### config.mk
export PLATFORM = sky130hd
export DESIGN_NAME = dbg_halt_ctrl
export DESIGN_NICKNAME = d
export VERILOG_FILES = /design/src/rtl/dbg_halt_pkg.sv /design/src/rtl/dbg_cause_arb.sv /design/src/rtl/dbg_mode_ctl.sv /design/src/rtl/dbg_csr_regs.sv /design/src/rtl/dbg_halt_ctrl.sv
export SDC_FILE = /design/constraint.sdc
export NUM_CORES = 1
export LEC_CHECK = 0
export ABC_AREA = 1
export ABC_CLOCK_PERIOD_IN_PS = 2050
export BUFFER_PORTS_ARGS = -buffer_cell sky130_fd_sc_hd__buf_4
export CORE_ASPECT_RATIO = 0.7
export CORE_MARGIN = 3
export CORE_UTILIZATION = 44
export CTS_CLUSTER_DIAMETER = 80
export DETAILED_ROUTE_END_ITERATION = 12
export GPL_TIMING_DRIVEN = 0
export HOLD_SLACK_MARGIN = 0.02
export PLACE_DENSITY = 0.81
export SETUP_SLACK_MARGIN = 0.15
export SLEW_MARGIN = 10
export SYNTH_ARGS = -nofsm -noshare
export SYNTH_HDL_FRONTEND = slang
export SYNTH_SLANG_ARGS = --single-unit
### constraint.sdc
create_clock -name clk -period 2.05 [get_ports clk]
set_clock_uncertainty 0.15 [all_clocks]
set_input_delay 0.205 -clock clk [delete_from_list [all_inputs] [get_ports clk]]
set_output_delay 0.205 -clock clk [all_outputs]
set_load 0.02 [all_outputs]
### src/rtl/dbg_halt_pkg.sv
package dbg_halt_pkg;

  typedef enum logic [2:0] {
    CAUSE_NONE    = 3'd0,
    CAUSE_EBREAK  = 3'd1,
    CAUSE_TRIGGER = 3'd2,
    CAUSE_HALTREQ = 3'd3,
    CAUSE_STEP    = 3'd4
  } dbg_cause_e;

  // Control register bit positions (decoded by debugger software).
  localparam int unsigned BIT_EBM     = 15;
  localparam int unsigned BIT_EBS     = 13;
  localparam int unsigned BIT_EBU     = 12;
  localparam int unsigned BIT_STEPIE  = 11;
  localparam int unsigned BIT_STOPCNT = 10;
  localparam int unsigned BIT_STOPTIM = 9;
  localparam int unsigned BIT_CAUSE   = 6;
  localparam int unsigned BIT_STEP    = 2;
  localparam int unsigned BIT_VER     = 28;

  localparam logic [3:0]  DBG_VERSION = 4'd4;
  localparam logic [11:0] ADDR_CTRL   = 12'h7b0;
  localparam logic [11:0] ADDR_RPC    = 12'h7b1;

  // Number of entry reasons, listed from highest to lowest priority.
  localparam int unsigned N_REASON = 4;

  typedef struct packed {
    logic       eb_m;
    logic       eb_s;
    logic       eb_u;
    logic       stepie;
    logic       stopcnt;
    logic       stoptim;
    logic       step;
    logic [1:0] prv;
  } dbg_ctl_t;

  localparam dbg_ctl_t CTL_RESET = '{eb_m: 1'b0, eb_s: 1'b0, eb_u: 1'b0,
                                     stepie: 1'b0, stopcnt: 1'b0,
                                     stoptim: 1'b0, step: 1'b0, prv: 2'b11};

endpackage

### src/rtl/dbg_cause_arb.sv
module dbg_cause_arb
  import dbg_halt_pkg::*;
(
  input  logic       clk,
  input  logic       rst_n,
  input  logic       active_i,
  input  logic       step_done_i,
  input  logic       step_en_i,
  input  logic       haltreq_i,
  input  logic       ebreak_i,
  input  logic       trigger_i,
  input  logic [1:0] priv_i,
  input  logic       eb_m_i,
  input  logic       eb_s_i,
  input  logic       eb_u_i,
  output logic       take_o,
  output dbg_cause_e cause_o,
  output logic       ebreak_take_o
);

  logic                eb_allowed;
  logic [N_REASON-1:0] req;
  logic [N_REASON-1:0] grant;
  logic                found;

  // Per-privilege ebreak enable selection.
  always_comb begin
    case (priv_i)
      2'b11:   eb_allowed = eb_m_i;
      2'b01:   eb_allowed = eb_s_i;
      2'b00:   eb_allowed = eb_u_i;
      default: eb_allowed = 1'b0;
    endcase
  end

  // Requests in priority order: index 0 wins.
  always_comb begin
    req[0] = active_i & step_done_i & step_en_i;
    req[1] = active_i & haltreq_i;
    req[2] = active_i & ebreak_i & eb_allowed;
    req[3] = active_i & trigger_i;
  end

  always_comb begin
    grant = '0;
    found = 1'b0;
    for (int i = 0; i < N_REASON; i++) begin
      if (req[i] && !found) begin
        grant[i] = 1'b1;
        found    = 1'b1;
      end
    end
  end

  always_comb begin
    unique case (1'b1)
      grant[0]: cause_o = CAUSE_STEP;
      grant[1]: cause_o = CAUSE_HALTREQ;
      grant[2]: cause_o = CAUSE_EBREAK;
      grant[3]: cause_o = CAUSE_TRIGGER;
      default:  cause_o = CAUSE_NONE;
    endcase
  end

  assign take_o        = |grant;
  assign ebreak_take_o = grant[2];


  grant_onehot_chk: assert property (@(posedge clk) disable iff (!rst_n)
    $onehot0(grant));


  eb_prv2_chk: assert property (@(posedge clk) disable iff (!rst_n)
    (priv_i == 2'b10) |-> !ebreak_take_o);

endmodule

### src/rtl/dbg_mode_ctl.sv
module dbg_mode_ctl (
  input  logic clk,
  input  logic rst_n,
  input  logic take_i,
  input  logic resume_i,
  output logic dm_o
);

  logic dm_q;
  logic dm_d;
  logic dm_en;

  always_comb begin
    dm_d  = dm_q;
    dm_en = 1'b0;
    if (!dm_q && take_i) begin
      dm_d  = 1'b1;
      dm_en = 1'b1;
    end else if (dm_q && resume_i) begin
      dm_d  = 1'b0;
      dm_en = 1'b1;
    end
  end

  always_ff @(posedge clk or negedge rst_n) begin
    if (!rst_n) begin
      dm_q <= 1'b0;
    end else if (dm_en) begin
      dm_q <= dm_d;
    end
  end

  assign dm_o = dm_q;


  enter_lands_chk: assert property (@(posedge clk) disable iff (!rst_n)
    take_i |=> dm_q);


  resume_leaves_chk: assert property (@(posedge clk) disable iff (!rst_n)
    (dm_q && resume_i) |=> !dm_q);

endmodule

### src/rtl/dbg_csr_regs.sv
module dbg_csr_regs
  import dbg_halt_pkg::*;
#(
  parameter int unsigned XLEN        = 32,
  parameter bit          STEPIE_IMPL = 1'b1
) (
  input  logic            clk,
  input  logic            rst_n,
  input  logic            dm_i,
  input  logic            take_i,
  input  dbg_cause_e      cause_i,
  input  logic [1:0]      priv_i,
  input  logic [XLEN-1:0] pc_i,
  input  logic            we_i,
  input  logic [11:0]     addr_i,
  input  logic [XLEN-1:0] wdata_i,
  output logic [XLEN-1:0] rdata_o,
  output dbg_ctl_t        ctl_o,
  output dbg_cause_e      cause_o,
  output logic [XLEN-1:0] rpc_o
);

  localparam logic [XLEN-1:0] ALIGN_MASK = ~XLEN'(1);

  dbg_ctl_t        ctl_q, ctl_d;
  dbg_cause_e      cause_q, cause_d;
  logic [XLEN-1:0] rpc_q, rpc_d;
  logic            ctl_en, cause_en, rpc_en;
  logic            wr_ctl, wr_rpc;
  logic            stepie_wr;
  logic [31:0]     ctl_view;

  generate
    if (STEPIE_IMPL) begin : g_stepie
      assign stepie_wr = wdata_i[BIT_STEPIE];
    end else begin : g_stepie_tied
      assign stepie_wr = 1'b0;
    end
  endgenerate

  assign wr_ctl = we_i && (addr_i == ADDR_CTRL);
  assign wr_rpc = we_i && (addr_i == ADDR_RPC);

  always_comb begin
    ctl_d   = ctl_q;
    cause_d = cause_q;
    rpc_d   = rpc_q;
    if (wr_ctl) begin
      ctl_d.eb_m    = wdata_i[BIT_EBM];
      ctl_d.eb_s    = wdata_i[BIT_EBS];
      ctl_d.eb_u    = wdata_i[BIT_EBU];
      ctl_d.stepie  = stepie_wr;
      ctl_d.stopcnt = wdata_i[BIT_STOPCNT];
      ctl_d.stoptim = wdata_i[BIT_STOPTIM];
      ctl_d.step    = wdata_i[BIT_STEP];
      ctl_d.prv     = wdata_i[1:0];
    end
    if (wr_rpc) begin
      rpc_d = wdata_i & ALIGN_MASK;
    end
    // Entry overrides a simultaneous write.
    if (take_i) begin
      cause_d   = cause_i;
      ctl_d.prv = priv_i;
      rpc_d     = pc_i & ALIGN_MASK;
    end
  end

  assign ctl_en   = wr_ctl | take_i;
  assign cause_en = take_i;
  assign rpc_en   = wr_rpc | take_i;

  always_ff @(posedge clk or negedge rst_n) begin
    if (!rst_n) begin
      ctl_q <= CTL_RESET;
    end else if (ctl_en) begin
      ctl_q <= ctl_d;
    end
  end

  always_ff @(posedge clk or negedge rst_n) begin
    if (!rst_n) begin
      cause_q <= CAUSE_NONE;
    end else if (cause_en) begin
      cause_q <= cause_d;
    end
  end

  always_ff @(posedge clk or negedge rst_n) begin
    if (!rst_n) begin
      rpc_q <= '0;
    end else if (rpc_en) begin
      rpc_q <= rpc_d;
    end
  end

  always_comb begin
    ctl_view                              = '0;
    ctl_view[BIT_VER+3:BIT_VER]           = DBG_VERSION;
    ctl_view[BIT_EBM]                     = ctl_q.eb_m;
    ctl_view[BIT_EBS]                     = ctl_q.eb_s;
    ctl_view[BIT_EBU]                     = ctl_q.eb_u;
    ctl_view[BIT_STEPIE]                  = ctl_q.stepie;
    ctl_view[BIT_STOPCNT]                 = ctl_q.stopcnt;
    ctl_view[BIT_STOPTIM]                 = ctl_q.stoptim;
    ctl_view[BIT_CAUSE+2:BIT_CAUSE]       = cause_q;
    ctl_view[BIT_STEP]                    = ctl_q.step;
    ctl_view[1:0]                         = ctl_q.prv;
  end

  always_comb begin
    case (addr_i)
      ADDR_CTRL: rdata_o = XLEN'(ctl_view);
      ADDR_RPC:  rdata_o = rpc_q;
      default:   rdata_o = '0;
    endcase
  end

  assign ctl_o   = ctl_q;
  assign cause_o = cause_q;
  assign rpc_o   = rpc_q;


  cause_hold_chk: assert property (@(posedge clk) disable iff (!rst_n)
    dm_i |=> $stable(cause_q));


  rpc_hold_chk: assert property (@(posedge clk) disable iff (!rst_n)
    (dm_i && !wr_rpc) |=> $stable(rpc_q));

endmodule

### src/rtl/dbg_halt_ctrl.sv
module dbg_halt_ctrl
  import dbg_halt_pkg::*;
#(
  parameter int unsigned XLEN        = 32,
  parameter bit          STEPIE_IMPL = 1'b1
) (
  input  logic            clk,
  input  logic            rst_n,
  input  logic            ebreak_i,
  input  logic            trigger_i,
  input  logic            haltreq_i,
  input  logic            step_done_i,
  input  logic [1:0]      cur_priv_i,
  input  logic [XLEN-1:0] resume_pc_i,
  input  logic            resume_i,
  input  logic            csr_we_i,
  input  logic [11:0]     csr_addr_i,
  input  logic [XLEN-1:0] csr_wdata_i,
  output logic [XLEN-1:0] csr_rdata_o,
  output logic            debug_mode_o,
  output logic            enter_o,
  output logic [2:0]      cause_o,
  output logic [1:0]      saved_priv_o,
  output logic [XLEN-1:0] dpc_o,
  output logic            stop_count_o,
  output logic            stop_time_o,
  output logic            irq_mask_o
);

  logic       dm;
  logic       take;
  logic       eb_take;
  dbg_cause_e new_cause;
  dbg_cause_e cur_cause;
  dbg_ctl_t   ctl;

  dbg_cause_arb u_arb (
    .clk           (clk),
    .rst_n         (rst_n),
    .active_i      (!dm),
    .step_done_i   (step_done_i),
    .step_en_i     (ctl.step),
    .haltreq_i     (haltreq_i),
    .ebreak_i      (ebreak_i),
    .trigger_i     (trigger_i),
    .priv_i        (cur_priv_i),
    .eb_m_i        (ctl.eb_m),
    .eb_s_i        (ctl.eb_s),
    .eb_u_i        (ctl.eb_u),
    .take_o        (take),
    .cause_o       (new_cause),
    .ebreak_take_o (eb_take)
  );

  dbg_mode_ctl u_mode (
    .clk      (clk),
    .rst_n    (rst_n),
    .take_i   (take),
    .resume_i (resume_i),
    .dm_o     (dm)
  );

  dbg_csr_regs #(
    .XLEN        (XLEN),
    .STEPIE_IMPL (STEPIE_IMPL)
  ) u_regs (
    .clk     (clk),
    .rst_n   (rst_n),
    .dm_i    (dm),
    .take_i  (take),
    .cause_i (new_cause),
    .priv_i  (cur_priv_i),
    .pc_i    (resume_pc_i),
    .we_i    (csr_we_i),
    .addr_i  (csr_addr_i),
    .wdata_i (csr_wdata_i),
    .rdata_o (csr_rdata_o),
    .ctl_o   (ctl),
    .cause_o (cur_cause),
    .rpc_o   (dpc_o)
  );

  assign debug_mode_o = dm;
  assign enter_o      = take;
  assign cause_o      = cur_cause;
  assign saved_priv_o = ctl.prv;
  assign stop_count_o = ctl.stopcnt & (dm | eb_take);
  assign stop_time_o  = ctl.stoptim & dm;
  assign irq_mask_o   = !dm & ctl.step & !ctl.stepie;


  entry_priv_chk: assert property (@(posedge clk) disable iff (!rst_n)
    $rose(debug_mode_o) |-> (saved_priv_o == $past(cur_priv_i)));


  stop_time_mode_chk: assert property (@(posedge clk) disable iff (!rst_n)
    stop_time_o |-> debug_mode_o);


  irq_mask_mode_chk: assert property (@(posedge clk) disable iff (!rst_n)
    irq_mask_o |-> !debug_mode_o);


  no_reentry_chk: assert property (@(posedge clk) disable iff (!rst_n)
    debug_mode_o |-> !enter_o);

endmodule

==> results.rst <==
.. list-table::
   :header-rows: 1

   * - Metric
     - Value
   * - Adder and majority cell fraction of the synthesized area
     - 0%
   * - Start point of the worst hold path
     - resume_pc_i[11]
   * - GRT Resource Usage Total
     - 26.01%
   * - Antenna fix cells
     - 0
   * - Combinational family with the most area after synthesis
     - simple AND/OR/NAND/NOR gates
   * - Die footprint
     - 7210 um2
   * - Level count of the clock H-tree
     - 2
   * - Top post-synthesis cells by area
     - dfrtp_1, nand2_1, nand3_1, inv_1, nor2_1
   * - WP data arrival
     - 1490 ps
   * - Proportion of synthesized area in mux cells
     - 0%
   * - Cell chosen for the clock root
     - clkbuf_8
   * - Area share of and/or/nand/nor cells after synthesis
     - 42.52%
   * - Fill cell instance count of the final layout
     - 511
   * - Synthesis Warnings
     - 0
   * - Actual transition at the worst max-transition pin
     - 562.2 ps
   * - Wire length of the first global-routing pass
     - 14850 um
   * - Initial drt markers
     - 169
   * - Unrepaired setup endpoints after global routing
     - false
   * - Overall power
     - 4850 uW
   * - Fraction of layout instances using a drive strength above 1
     - 34.62%
   * - Max-capacitance violation count
     - 0
   * - Stages on worst setup path
     - 7
   * - Leak
     - 0.002466 uW
   * - Worst path slowest cell
     - dfrtp_2
   * - Insertion delay of the later-clocked pin in the worst-skew pair
     - 300 ps
   * - Effective utilization at floorplan
     - 46.57%
   * - Worst slew margin relative to its limit
     - 62.52%
   * - Drt first pass iters
     - 5
   * - Slew Viols, Final
     - 0
   * - Achievable Freq
     - 541.5 MHz
   * - Critical path endpoint
     - enter_o
   * - Vias post-DR
     - 3365
   * - Vias in the first global route
     - 3084
   * - Die width
     - 100.2 um
   * - Final setup vio count
     - 0
   * - TritonCTS Buffers
     - 5
   * - Largest net degree at the start of global routing
     - 45
   * - Final design utilization
     - 72.12%
   * - Post-synthesis compound-gate area fraction
     - 4.714%
   * - Hold Vio Cnt, Final
     - 0
   * - #FFs+latches synth
     - 44
   * - Cell-by-cell trace of the critical path
     - inv_4 > nand3_2 > nand2_2 > nor2_4 > nand2_2 > buf_6 > buf_4
   * - Power density cells
     - 1146 nW/um2
   * - Launch point of the worst reg-to-reg path
     - u_regs.ctl_o[7]$_DFFE_PN0P_
   * - Per-cell routed wire length
     - 14.30 um
   * - Placer congestion estimate
     - 0.8330
   * - Post-synthesis share of cell area spent on xor and xnor gates
     - 0%
   * - Post-Syn Area
     - 2734 um2
   * - Core box area
     - 5871 um2
   * - Largest area contributor in the netlist
     - dfrtp_1
   * - CP bufs+invs
     - 3
   * - Required time reported for the critical path endpoint
     - 1690 ps
   * - Number of vias per cell
     - 5.000
   * - Max incr delay on CP
     - 440 ps
   * - Y dimension of the die
     - 71.95 um
   * - Timing startpoint of the critical path
     - u_mode.dm_o$_DFFE_PN0P_
   * - DRC errors left
     - 0
   * - Cell type group with the largest total delay on the critical path
     - flip-flops
   * - Type of the worst setup path
     - flop to output pin
   * - TritonCTS clock tree
     - yes
   * - R2r worst-path depth
     - 9
   * - Yosys cell types
     - 22
   * - Clock sink count
     - 44
   * - Largest fanout of any net on the critical path
     - 10
   * - Std cell rows
     - 23
   * - Max VDD drop
     - 608.2 uV
   * - Sequential cell area fraction in the yosys report
     - 40.37%
   * - Critical path startpoint category
     - flop
   * - Maximum count of clock buffers along a single path
     - 2
   * - Number of top-level design ports
     - 160
   * - Net total in the final layout
     - 683
   * - Kind of path behind the tightest hold check
     - primary input to flop
   * - Number of antenna violations at the first check in global routing
     - 0
   * - Run status
     - complete, no violations
   * - Clock-pin slew of the registers on the worst-case setup and hold paths
     - 90 ps
   * - Buffers added on ports
     - 157
   * - Post-synthesis net count
     - 510
   * - Final clock period utilization by the worst path
     - 90.09%
   * - Area Growth Syn to Fin
     - 54.87%
   * - Kind of end point of the critical path
     - output pin
   * - Remaining global-route overflow
     - 0
   * - Sum of routed wire length over all layers
     - 9623 um
   * - Final min period
     - 1847 ps
   * - Detail Route Antenna Nets
     - 0
   * - Number of instances in the synthesized netlist
     - 424
   * - R2R Path End
     - u_regs.rpc_o[12]$_DFFE_PN0P_
   * - Worst reg2reg setup slack
     - 260 ps
   * - Most repeated library cell on the critical path
     - nand2_2
   * - Detailed-placement wirelength estimate
     - 7297 um
   * - Top cell type's share of synthesized area
     - 38.44%
   * - Per-instance average area after synthesis
     - 6.448 um2
## flip-flops by register name, indices dropped and copies added, names as in the netlist
| signal | count |
|---|---|
| u_regs.rpc_o | 31 |
| u_regs.cause_o | 3 |
| u_regs.ctl_o | 9 |
| u_mode.dm_o | 1 |
## cells in the final DEF, fill, tap and decap left out
cell,count
conb_1,1
clkbuf_4,1
inv_4,1
nor2_1,26
nor3_2,1
nor3_1,1
inv_2,3
buf_4,167
clkbuf_8,6
buf_6,3
o211ai_1,2
clkbuf_1,7
nand2_2,3
o21ai_0,19
nor3_4,1
dlygate4sd3_1,5
clkbuf_2,2
nand4_1,2
nand2_1,169
dfrtp_1,41
a21oi_2,2
dfstp_2,2
clkinvlp_4,1
nor2_4,2
nand2_4,1
dfrtp_2,1
inv_1,47
nand3_2,1
buf_2,9
a21oi_1,1
nand3_1,70
## metrics by stage
stage | hold slack (ps) | setup slack, ps | setup TNS (ps) | area (um2) | cells
2_1_floorplan | -240.6 | 363.1 | 0 | 2734 | 424
3_3_place_gp | 82.41 | -150.0 | -1120 | 4006 | 656
3_5_place_dp | 75.82 | -159.5 | -1344 | 4006 | 656
4_1_cts | 30.22 | 131.6 | 0 | 4182 | 671
5_1_grt | 36.26 | 130.5 | 0 | 4234 | 673
6_report | 31.72 | 203.1 | 0 | 4234 | 673
## layer usage
layer,routed length [um],vias to the layer above,global-route usage (%),part of all wire (%)
met3,909,9,5.668,9.4
met1,4230,1551,36.67,44
met4,80,0,4.634,0.83
met2,4402,153,42.14,46
li1,-,1652,-,-
met5,0,-,0,0
## synthesized netlist by cell type
cell,instances
nand2_1,170
nand3_1,70
inv_1,48
dfrtp_1,42
nor2_1,27
o21ai_0,19
clkbuf_1,11
buf_2,10
buf_4,4
inv_2,3
nand2_2,3
a21oi_1,2
buf_6,2
dfstp_2,2
nand4_1,2
nor3_1,2
o211ai_1,2
a21oi_2,1
conb_1,1
nand3_2,1
nor2_4,1
nor3_2,1
## worst min-delay path by stage
stage | endpoint | slack, ps | cells past startpoint
after floorplan | u_mode.dm_o$_DFFE_PN0P_ | -240 | 0
after global placement | u_regs.cause_o[0]$_DFFE_PN0P_ | 80 | 1
after detailed placement | u_regs.cause_o[1]$_DFFE_PN0P_ | 80 | 1
after CTS | u_regs.rpc_o[14]$_DFFE_PN0P_ | 30 | 5
after global routing | u_regs.ctl_o[8]$_DFFE_PN0P_ | 40 | 3
final | u_regs.rpc_o[11]$_DFFE_PN0P_ | 30 | 5
## power breakdown
part / internal [uW] / switching [uW]
Sequential: 1230 / 319
Clock: 274 / 300
Combinational: 1120 / 1610
## worst min-delay path: stages
cell,delay (ps)
buf_4,80
nand2_1,40
nand2_1,50
nand2_1,40
nand2_1,40
## logic make-up (layout without fill, tap and decap cells)
family	Yosys count	count (layout)
AO/OA/AOI/OAI	24	24
other	1	1
buffers and inverters	78	252
AND/OR/NAND/NOR	277	277
flip-flops	44	44
## layout make-up
cell class	count	area [um2]	area share, %
flip-flops and latches	44	1105	26.09
repair buffers	166	1259	29.73
clock buffers	7	86.33	2.039
clock inverters	1	7.507	0.1773
plain buffers	27	163.9	3.871
well taps	75	93.84	2.216
multi-input cells	302	1325	31.29
inverters	51	193.9	4.580
## what timing repair did
| action | CTS | global route |
|---|---|---|
| resized for setup | 8 | 18 |
| setup endpoints to repair | 22 | 31 |
| endpoints found under the hold margin | 46 | 0 |
| hold buffers | 5 | 0 |
| setup buffers | 2 | 2 |
| pin swaps | 1 | 4 |
(Power assumes the default switching activity.)
